[src/rtl/bic_pkg.sv]
package bic_pkg;
   typedef enum logic [1:0] {
      PH_IDLE = 2'd0,
      PH_RUN  = 2'd1,
      PH_RESP = 2'd2
   } phase_t;

   localparam logic [1:0] BURST_INCR = 2'b01;
   localparam logic [1:0] RESP_OKAY  = 2'b00;
endpackage

[src/rtl/bic_addr_chan.sv]
// Presents one address request per launch and holds it until accepted.
module bic_addr_chan #(
   parameter int AW = 32
) (
   input  logic          clk,
   input  logic          rst,
   input  logic          launch,
   input  logic [AW-1:0] base,
   input  logic          ready_in,
   output logic          valid_o,
   output logic [AW-1:0] addr_o,
   output logic          done_o
);
   always_ff @(posedge clk) begin
      if (rst) begin
         valid_o <= 1'b0;
         addr_o  <= '0;
         done_o  <= 1'b0;
      end else if (launch) begin
         valid_o <= 1'b1;
         addr_o  <= base;
         done_o  <= 1'b0;
      end else if (valid_o && ready_in) begin
         valid_o <= 1'b0;
         done_o  <= 1'b1;
      end
   end
endmodule

[src/rtl/bic_beat_xfer.sv]
// Moves read beats to the write channel as value plus one.
module bic_beat_xfer #(
   parameter int DW    = 64,
   parameter int BEATS = 256,
   parameter bit W_REG = 1'b1
) (
   input  logic            clk,
   input  logic            rst,
   input  logic            launch,
   input  logic            enable,
   input  logic            r_valid,
   input  logic [DW-1:0]   r_data,
   input  logic [1:0]      r_resp,
   output logic            r_ready,
   output logic            w_valid,
   output logic [DW-1:0]   w_data,
   output logic [DW/8-1:0] w_strb,
   output logic            w_last,
   input  logic            w_ready,
   output logic            last_done,
   output logic            rerr
);
   localparam int CNT_W = $clog2(BEATS + 1);
   localparam logic [CNT_W-1:0] FINAL_IDX = CNT_W'(BEATS - 1);
   localparam logic [CNT_W-1:0] ALL_BEATS = CNT_W'(BEATS);

   logic [CNT_W-1:0] rd_cnt;
   logic             rd_full;
   logic             take;

   assign rd_full   = (rd_cnt == ALL_BEATS);
   assign take      = r_valid && r_ready;
   assign w_strb    = '1;
   assign last_done = w_valid && w_ready && w_last;
   assign rerr      = take && (r_resp != bic_pkg::RESP_OKAY);

   always_ff @(posedge clk) begin
      if (rst || launch)
         rd_cnt <= '0;
      else if (take)
         rd_cnt <= rd_cnt + 1'b1;
   end

   generate
      if (W_REG) begin : g_reg
         logic          wv_q;
         logic [DW-1:0] wd_q;
         logic          wl_q;

         assign r_ready = enable && !rd_full && (!wv_q || w_ready);
         assign w_valid = wv_q;
         assign w_data  = wd_q;
         assign w_last  = wl_q;

         always_ff @(posedge clk) begin
            if (rst || launch) begin
               wv_q <= 1'b0;
               wd_q <= '0;
               wl_q <= 1'b0;
            end else if (take) begin
               wv_q <= 1'b1;
               wd_q <= r_data + 1'b1;
               wl_q <= (rd_cnt == FINAL_IDX);
            end else if (w_ready) begin
               wv_q <= 1'b0;
            end
         end
      end else begin : g_pass
         assign r_ready = enable && !rd_full && w_ready;
         assign w_valid = enable && !rd_full && r_valid;
         assign w_data  = r_data + 1'b1;
         assign w_last  = (rd_cnt == FINAL_IDX);
      end
   endgenerate
endmodule

[src/rtl/bic_resp_trk.sv]
// Captures the write response, tracks sticky errors, forms the finish pulse.
module bic_resp_trk (
   input  logic       clk,
   input  logic       rst,
   input  logic       launch,
   input  logic       b_ready,
   input  logic       b_valid,
   input  logic [1:0] b_resp,
   input  logic       rerr,
   output logic [1:0] code_o,
   output logic       err_o,
   output logic       fin_o
);
   logic b_take;
   assign b_take = b_valid && b_ready;

   always_ff @(posedge clk) begin
      if (rst) begin
         code_o <= bic_pkg::RESP_OKAY;
         err_o  <= 1'b0;
         fin_o  <= 1'b0;
      end else begin
         fin_o <= b_take;
         if (launch)
            err_o <= 1'b0;
         else if (rerr || (b_take && b_resp != bic_pkg::RESP_OKAY))
            err_o <= 1'b1;
         if (b_take)
            code_o <= b_resp;
      end
   end
endmodule

[src/rtl/burst_incr_copier.sv]
module burst_incr_copier #(
   parameter int AW    = 32,
   parameter int DW    = 64,
   parameter int LEN_W = 8,
   parameter int BEATS = 256,
   parameter bit W_REG = 1'b1
) (
   input  logic            clk,
   input  logic            rst,
   input  logic            start,
   input  logic [AW-1:0]   rd_base,
   input  logic [AW-1:0]   wr_base,
   output logic            ready,
   output logic            finish,
   output logic [1:0]      resp_code,
   output logic            err_seen,
   output logic            ar_valid,
   input  logic            ar_ready,
   output logic [AW-1:0]   ar_addr,
   output logic [LEN_W-1:0] ar_len,
   output logic [1:0]      ar_burst,
   output logic [2:0]      ar_size,
   output logic            aw_valid,
   input  logic            aw_ready,
   output logic [AW-1:0]   aw_addr,
   output logic [LEN_W-1:0] aw_len,
   output logic [1:0]      aw_burst,
   output logic [2:0]      aw_size,
   output logic            w_valid,
   input  logic            w_ready,
   output logic [DW-1:0]   w_data,
   output logic [DW/8-1:0] w_strb,
   output logic            w_last,
   input  logic            r_valid,
   output logic            r_ready,
   input  logic [DW-1:0]   r_data,
   input  logic [1:0]      r_resp,
   input  logic            b_valid,
   output logic            b_ready,
   input  logic [1:0]      b_resp
);
   import bic_pkg::*;

   localparam int                BYTES   = DW / 8;
   localparam logic [2:0]        SIZE_CD = 3'($clog2(BYTES));
   localparam logic [LEN_W-1:0]  LEN_CD  = LEN_W'(BEATS - 1);

   generate
      if (DW % 8 != 0 || DW < 8) begin : g_bad_dw
         $error("DW must be a whole number of bytes");
      end
      if (BEATS < 1 || BEATS > (1 << LEN_W)) begin : g_bad_beats
         $error("BEATS must fit the length field");
      end
      if (AW < 12) begin : g_bad_aw
         $error("AW too narrow");
      end
   endgenerate

   phase_t phase;
   logic   launch, ar_done, aw_done, last_done, rerr, enable;

   assign launch  = start && (phase == PH_IDLE);
   assign ready   = (phase == PH_IDLE);
   assign b_ready = (phase == PH_RESP);
   assign enable  = (phase == PH_RUN) && aw_done;

   always_ff @(posedge clk) begin
      if (rst)
         phase <= PH_IDLE;
      else begin
         case (phase)
            PH_IDLE: if (launch)              phase <= PH_RUN;
            PH_RUN:  if (last_done)           phase <= PH_RESP;
            PH_RESP: if (b_valid && b_ready)  phase <= PH_IDLE;
            default:                          phase <= PH_IDLE;
         endcase
      end
   end

   assign ar_len   = LEN_CD;
   assign aw_len   = LEN_CD;
   assign ar_burst = BURST_INCR;
   assign aw_burst = BURST_INCR;
   assign ar_size  = SIZE_CD;
   assign aw_size  = SIZE_CD;

   bic_addr_chan #(.AW(AW)) u_ar (
      .clk(clk), .rst(rst), .launch(launch), .base(rd_base),
      .ready_in(ar_ready), .valid_o(ar_valid), .addr_o(ar_addr), .done_o(ar_done)
   );

   bic_addr_chan #(.AW(AW)) u_aw (
      .clk(clk), .rst(rst), .launch(launch), .base(wr_base),
      .ready_in(aw_ready), .valid_o(aw_valid), .addr_o(aw_addr), .done_o(aw_done)
   );

   bic_beat_xfer #(.DW(DW), .BEATS(BEATS), .W_REG(W_REG)) u_xfer (
      .clk(clk), .rst(rst), .launch(launch), .enable(enable),
      .r_valid(r_valid), .r_data(r_data), .r_resp(r_resp), .r_ready(r_ready),
      .w_valid(w_valid), .w_data(w_data), .w_strb(w_strb), .w_last(w_last),
      .w_ready(w_ready), .last_done(last_done), .rerr(rerr)
   );

   bic_resp_trk u_resp (
      .clk(clk), .rst(rst), .launch(launch), .b_ready(b_ready),
      .b_valid(b_valid), .b_resp(b_resp), .rerr(rerr),
      .code_o(resp_code), .err_o(err_seen), .fin_o(finish)
   );

   logic unused_ok;
   assign unused_ok = ar_done;
endmodule

[config.mk]
export PLATFORM = sky130hd
export DESIGN_NAME = burst_incr_copier
export DESIGN_NICKNAME = d
export VERILOG_FILES = /design/src/rtl/bic_pkg.sv /design/src/rtl/bic_addr_chan.sv /design/src/rtl/bic_beat_xfer.sv /design/src/rtl/bic_resp_trk.sv /design/src/rtl/burst_incr_copier.sv
export SDC_FILE = /design/constraint.sdc
export NUM_CORES = 1
export LEC_CHECK = 0
export CAP_MARGIN = 20
export CORE_MARGIN = 2
export CORE_UTILIZATION = 45
export DETAILED_ROUTE_END_ITERATION = 10
export PLACE_DENSITY = 0.87
export REMOVE_ABC_BUFFERS = 1
export SLEW_MARGIN = 20
export SYNTH_ARGS = -nofsm -noshare
export SYNTH_HDL_FRONTEND = slang
export SYNTH_SLANG_ARGS = --single-unit
[constraint.sdc]
create_clock -name clk -period 4.8 [get_ports clk]
set_input_delay 1.2 -clock clk [delete_from_list [all_inputs] [get_ports clk]]
set_output_delay 1.2 -clock clk [all_outputs]
set_load 0.02 [all_outputs]
==> results.md, run 1 <==
- Peak supply drop: 202.7 µV
- Max incr delay on CP: 0.67 ns
- Worst setup SP type: input port
- Rel. slew slack: 0.4103
- Reg2Reg Depth: 7
- Critical Path RT: ~3.6 ns
- CP top delay family: buffers and inverters
- Met2 wire length: 10020 µm
- Iteration-0 DRC Markers: 297
- Clock skew: ~0.016 ns
- Port bufs: between 200 and 300
- Worst Path Arrival: approximately 2.8 ns
- Initial antenna violation count: 0
- Setup bufs post-CTS: 0
- Ys flop type: dfxtp_1
- Min-delay src: u_aw.addr_o[7]
- Status: finished, final reports clean
- Vias per cell: approximately 5.1
- Fin crit share: 0.8289
- Synth cell types: 37
- Yosys warns: 0
- Gpl congestion: a little under 0.8
- Crit path cell chain: clkdlybuf4s50_1 > nor2b_1 > a211oi_1 > clkdlybuf4s50_1
- Most common cell after layout, fill and taps aside: clkdlybuf4s50_1
- EDFF count, synth: 0
- Die width: between 100 and 150 µm
- Vias in the first global route: approximately 6000
- Remaining global-route overflow: 0
- Synth async-reset ratio: 0
- CTS HTree Levels: 4
- Routed met1 length: between 7000 and 8000 µm
- Worst path depth: 4
- Final core occ: 0.6873
- Num CTS Buffers: 17
- Residual DRC: 0
- Clock latency on the worst-skew pair: about 0.42 ns
- Max clock buf depth: 2
- Top-area cell type share of the netlist area: 0.4468
- Fin nets: 1213
- Routed WL per cell: between 15 and 20 µm
- CP Capture Type: output pin
- Max-cap violations: 0
- Pwr per Cell Area: between 200 and 300 nW/µm²
- Leading area contributor after synthesis: dfxtp_1
- Worst-path clk slew: about 0.05 ns
- Reg-to-Reg End: u_xfer.w_data[7]
- N_diodes: 0
- Hold WC Path Type: reg2reg
- FF-to-FF setup slack: 2.36 ns
- Share of layout cells above drive strength 1: 0.06013
- Final wirelength: 19370 µm
- Total core area: roughly 14000 µm²
- Drt first pass iters: 4
- DR vias: ~6400
- RR Startpoint: u_xfer.rd_cnt[0]
- Worst hold endpoint: u_aw.addr_o[7]
- Chip height: roughly 130 µm
- Area grow syn2layout: 50.08%
- RSZ-0062 raised after global routing: no
- Most frequent CP cell: clkdlybuf4s50_1
- First-pass GRT wire length: between 30000 and 40000 µm
- Crit path max fanout: 3
- Fmax: around 0.25 GHz
- Setup tns final: 0 ns
- Resize count post-CTS: 0
- Crit path kind: in2out
- ANT nets after route: 0
- Register area share after synthesis: 0.4468
- Mapped Cells: roughly 820
- Die Area: between 15000 and 20000 µm²
- Avg Inst Size Synth: around 8.1 µm²
- Hold buffers post-CTS: 0
- Top layer in use: met4
- Detailed placement HPWL: about 14000 µm
- Fin. Hold Viols: 0
- Buffers plus inverters on the worst setup path: 2
- Mapped cell area: approximately 6600 µm²
- Top Ports: between 300 and 400
- Clock sink count: approximately 150
- Setup WS post-layout: between 0.8 and 0.9 ns
- FP Rows: 44
- Total GRT Usage: 0.2366
- Commonest non-fill, non-tap cells in the layout: clkdlybuf4s50_1 (277), nand2_1 (160), dfxtp_1 (148)
- Hold path depth: 2
- Leak pwr: approximately 3.5 nW
- CTS tree: done
- Final Slew Violations: 0
- Root Driver: clkbuf_16
- Tmin final: 3.979 ns
- Place WS: about 0.85 ns
- # setup viols final: 0
- Wire length on met3: ~1400 µm
- Starting Density: 0.4580
- Slew at the pin with the worst max-slew slack: roughly 0.88 ns
- Ranking of synthesized cells by area: dfxtp_1 (45%), nand2_1 (9.1%), a21oi_1 (8.5%)
- Slowest-stage cell, CP: clkdlybuf4s50_1
- Largest net degree at the start of global routing: 128
- Register bit total from synthesis: 148
registers in the layout (all words and copies together) (netlist names):
signal and cells:
u_resp.fin_o 1, u_xfer.w_data 64, u_aw.addr_o 32, u_aw.done_o 1, u_xfer.w_last 1, u_ar.addr_o 32
u_resp.err_o 1, u_xfer.rd_cnt 9, u_ar.valid_o 1, u_aw.valid_o 1, u_resp.code_o 2, phase 2
u_xfer.w_valid 1
metrics by stage:
step | std cells | power, mW | hold WS (ns) | area [µm²]
2_1_floorplan | 766 | 1.473 | 0.4369 | 6294
3_3_place_gp | 1234 | 1.713 | 0.4410 | 9378
3_5_place_dp | 1234 | 1.720 | 0.4463 | 9378
4_1_cts | 1265 | 3.010 | 0.4545 | 9952
5_1_grt | 1265 | 3.090 | 0.4726 | 9952
6_report | 1265 | 2.978 | 0.4518 | 9952
synthesized netlist by cell type, types with 2 or more instances:
cell / number
or2_2: 2
nand3_1: 24
nor3_2: 10
nor4b_1: 2
nand4_1: 16
and2_1: 2
a21oi_1: 112
or3_4: 2
buf_6: 2
buf_1: 11
nor3_1: 4
a21oi_2: 3
inv_1: 14
or3_1: 2
nor4_1: 2
o21ai_0: 42
xnor2_1: 39
xor2_1: 28
nand2_1: 161
conb_1: 2
buf_4: 34
a211oi_1: 25
nor2_1: 58
dfxtp_1: 148
nand2b_1: 3
buf_2: 3
ha_1: 4
clkbuf_1: 33
and4_1: 7
and3_1: 9
nor4_2: 6
nor2b_1: 2
tightest hold or removal path: cells and delay by family (launching register included):
family	cells	cell delay [ns]
AOI/OAI and AO/OA	1	0.05
and+or+nand+nor	1	0.05
DFF	1	0.30
metal layers:
layer	global-route usage	vias to the layer above
li1	-	3202
met1	0.2656	3011
met2	0.4230	215
met3	0.07403	17
met4	0.08301	0
met5	0	-
report_power, final:
| group | leakage, nW | switching, mW | internal [mW] |
|---|---|---|---|
| logic | 2.01 | 0.210 | 0.202 |
| registers | 1.20 | 0.0171 | 1.26 |
| clock network | 0.271 | 0.508 | 0.776 |
cells by family (layout without fill, tap and decap cells):
logic type	count (synthesis)	count (layout)	synth area share
xor+xnor	67	67	0.08849
other cells	2	34	0.001132
compound gates	184	184	0.1523
fa+ha+maj	4	4	0.007547
flops	148	148	0.4468
simple gates	315	315	0.2268
buf+inv	97	329	0.07698
layout make-up:
| class | count | area, µm² |
|---|---|---|
| repair buffers | 284 | 2835 |
| well taps | 184 | 230.2 |
| multi-input cells | 604 | 3297 |
| clock inverters | 12 | 131.4 |
| clock buffers | 19 | 442.9 |
| flip-flops and latches | 148 | 2963 |
| fillers | 1179 | 4527 |
| inverters | 14 | 52.55 |
how the worst max path moves through the flow:
stage / slack [ns] / to / startpoint
floorplan: -3.66 / u_xfer.rd_cnt[5] / w_ready
global placement: 0.90 / r_ready / w_ready
detailed placement: 0.85 / r_ready / w_ready
CTS: 0.85 / r_ready / w_ready
global route: 0.73 / r_ready / w_ready
finish: 0.82 / r_ready / w_ready
Power figures use the tool's default switching activity.
==> run 2: changes to the inputs <==
CORE_UTILIZATION = 37   (was 45)
PLACE_DENSITY = 0.76   (was 0.87)
clock period = 3.4 ns   (was 4.8 ns; I/O delays follow)
==> results.md, run 2 (synthesized netlist as in run 1, its figures left out) <==
- Status: finished, final reports clean
- Routed WL per cell: 14.98 µm
- Crit path kind: reg2out
- Iteration-0 DRC Markers: 279
- # setup viols final: 0
- Pwr per Cell Area: roughly 420 nW/µm²
- Crit path cell chain: inv_1 > ha_1 > nor4b_1 > a211oi_1 > clkdlybuf4s50_1
- # fillers: between 1500 and 2000
- Fin. Hold Viols: 0
- Initial antenna violation count: 1
- RSZ-0062 raised after global routing: no
- Clock latency on the worst-skew pair: a little over 0.4 ns
- Commonest non-fill, non-tap cells in the layout: clkdlybuf4s50_1 (277), nand2_1 (160), dfxtp_1 (148)
- Slowest-stage cell, CP: nor4b_1
- Die Area: approximately 19000 µm²
- Setup bufs post-CTS: 0
- Max clock buf depth: 2
- Resize count post-CTS: 0
- GRT busiest layer: met2
- Clock sink count: 148
- Top Ports: about 310
- Slew at the pin with the worst max-slew slack: 0.7819 ns
- Fin crit share: 0.9590
- Port bufs: between 200 and 300
- Gpl congestion: between 0.8 and 0.9
- Fmax: a little over 0.3 GHz
- Clock skew: ~0.015 ns
- Inst Count DP: around 1300
- Max incr delay on CP: 0.64 ns
- Hold WC Path Type: reg2reg
- CP Capture Type: output pin
- Fin nets: ~1200
- Area grow syn2layout: 52.89%
- Rel. slew slack: 0.4714
- CTS HTree Levels: 4
- Critical Path RT: ~2.6 ns
- Vias in the first global route: 5823
- Root Driver: clkbuf_16
- Tmin final: about 3.3 ns
- CTS tree: done
- ANT nets after route: 0
- Die width: about 140 µm
- Chip height: about 140 µm
- Remaining global-route overflow: 0
- Residual DRC: 0
- Max-cap violations: 0
- First-pass GRT wire length: around 30000 µm
- Setup tns final: 0 ns
- Starting Density: 0.3807
- Vias per cell: 4.853
- DR vias: roughly 6400
- CP top delay family: buffers and inverters
- Crit path max fanout: 4
- N_diodes: 0
- Register area: roughly 3000 µm²
- Peak supply drop: 351.0 µV
- Hold buffers post-CTS: 0
- GRT met3 Usage: 0.06213
- Total GRT Usage: 0.1998
- Num CTS Buffers: 17
- GRT met2 Usage: 0.3438
- FP Rows: 48
- Largest register FFs: 64
- Leak pwr: ~3.6 nW
- Fin cells: 1324
- Worst setup SP type: flip-flop
- Drt first pass iters: 4
- Largest net degree at the start of global routing: 86
- GRT met1 Usage: 0.2365
- Most common cell after layout, fill and taps aside: clkdlybuf4s50_1
- Total core area: approximately 17000 µm²
- Worst Path Arrival: 2.41 ns
- Multi-input logic area: about 3300 µm²
- Final Slew Violations: 0
- Share of layout cells above drive strength 1: 0.07461
- Final wirelength: roughly 20000 µm
- Buffers plus inverters on the worst setup path: 2
- Worst-path clk slew: ~0.06 ns
- Detailed placement HPWL: ~15000 µm
[run 2: worst min-delay path, stage by stage (launching register included)]
cell,delay [ns]
dfxtp_1,0.31
nand2_1,0.05
a21oi_1,0.05
[run 2: per-stage QoR]
step / cell area, µm² / power, mW / setup WS, ns / util / hold slack [ns]
global route: 10140 / 4.408 / 0.08868 / 0.5821 / 0.4706
detailed placement: 9564 / 2.436 / 0.07068 / 0.5491 / 0.4463
CTS: 10140 / 4.294 / 0.1395 / 0.5821 / 0.4547
floorplan: 6294 / 2.080 / -4.709 / - / 0.4369
global placement: 9564 / 2.429 / 0.1589 / 0.5491 / 0.4413
finish: 10140 / 4.225 / 0.1396 / 0.5821 / 0.4521
[run 2: final timing paths]
| check | startpoint | endpoint | slack, ns | cells past startpoint |
|---|---|---|---|---|
| setup reg to reg | u_xfer.rd_cnt[0] | u_xfer.rd_cnt[5] | 1.19 | 7 |
| setup / recovery | u_xfer.rd_cnt[0] | r_ready | 0.14 | 5 |
| hold / removal | u_ar.addr_o[7] | u_ar.addr_o[7] | 0.45 | 2 |
| hold reg to reg | u_ar.addr_o[7] | u_ar.addr_o[7] | 0.45 | 2 |
[run 2: report_power, final]
group	switching [mW]	total, mW	internal, mW
sequential	0.0238	1.81	1.78
combinational	0.298	0.588	0.291
clock	0.728	1.83	1.10
[run 2: metal layers]
metal / vias to the layer above / share of wire
met2: 229 / 0.49
met5: - / 0.00066
met4: 2 / 0.012
li1: 3231 / -
met1: 2941 / 0.42
met3: 23 / 0.084
[run 2: layout make-up]
type | count | area share
inverter | 14 | 0.005183
clock buffer | 20 | 0.04406
clock inverter | 11 | 0.01259
timing repair buffer | 302 | 0.2930
multi-input combinational | 604 | 0.3252
tap | 225 | 0.02777
sequential | 148 | 0.2922
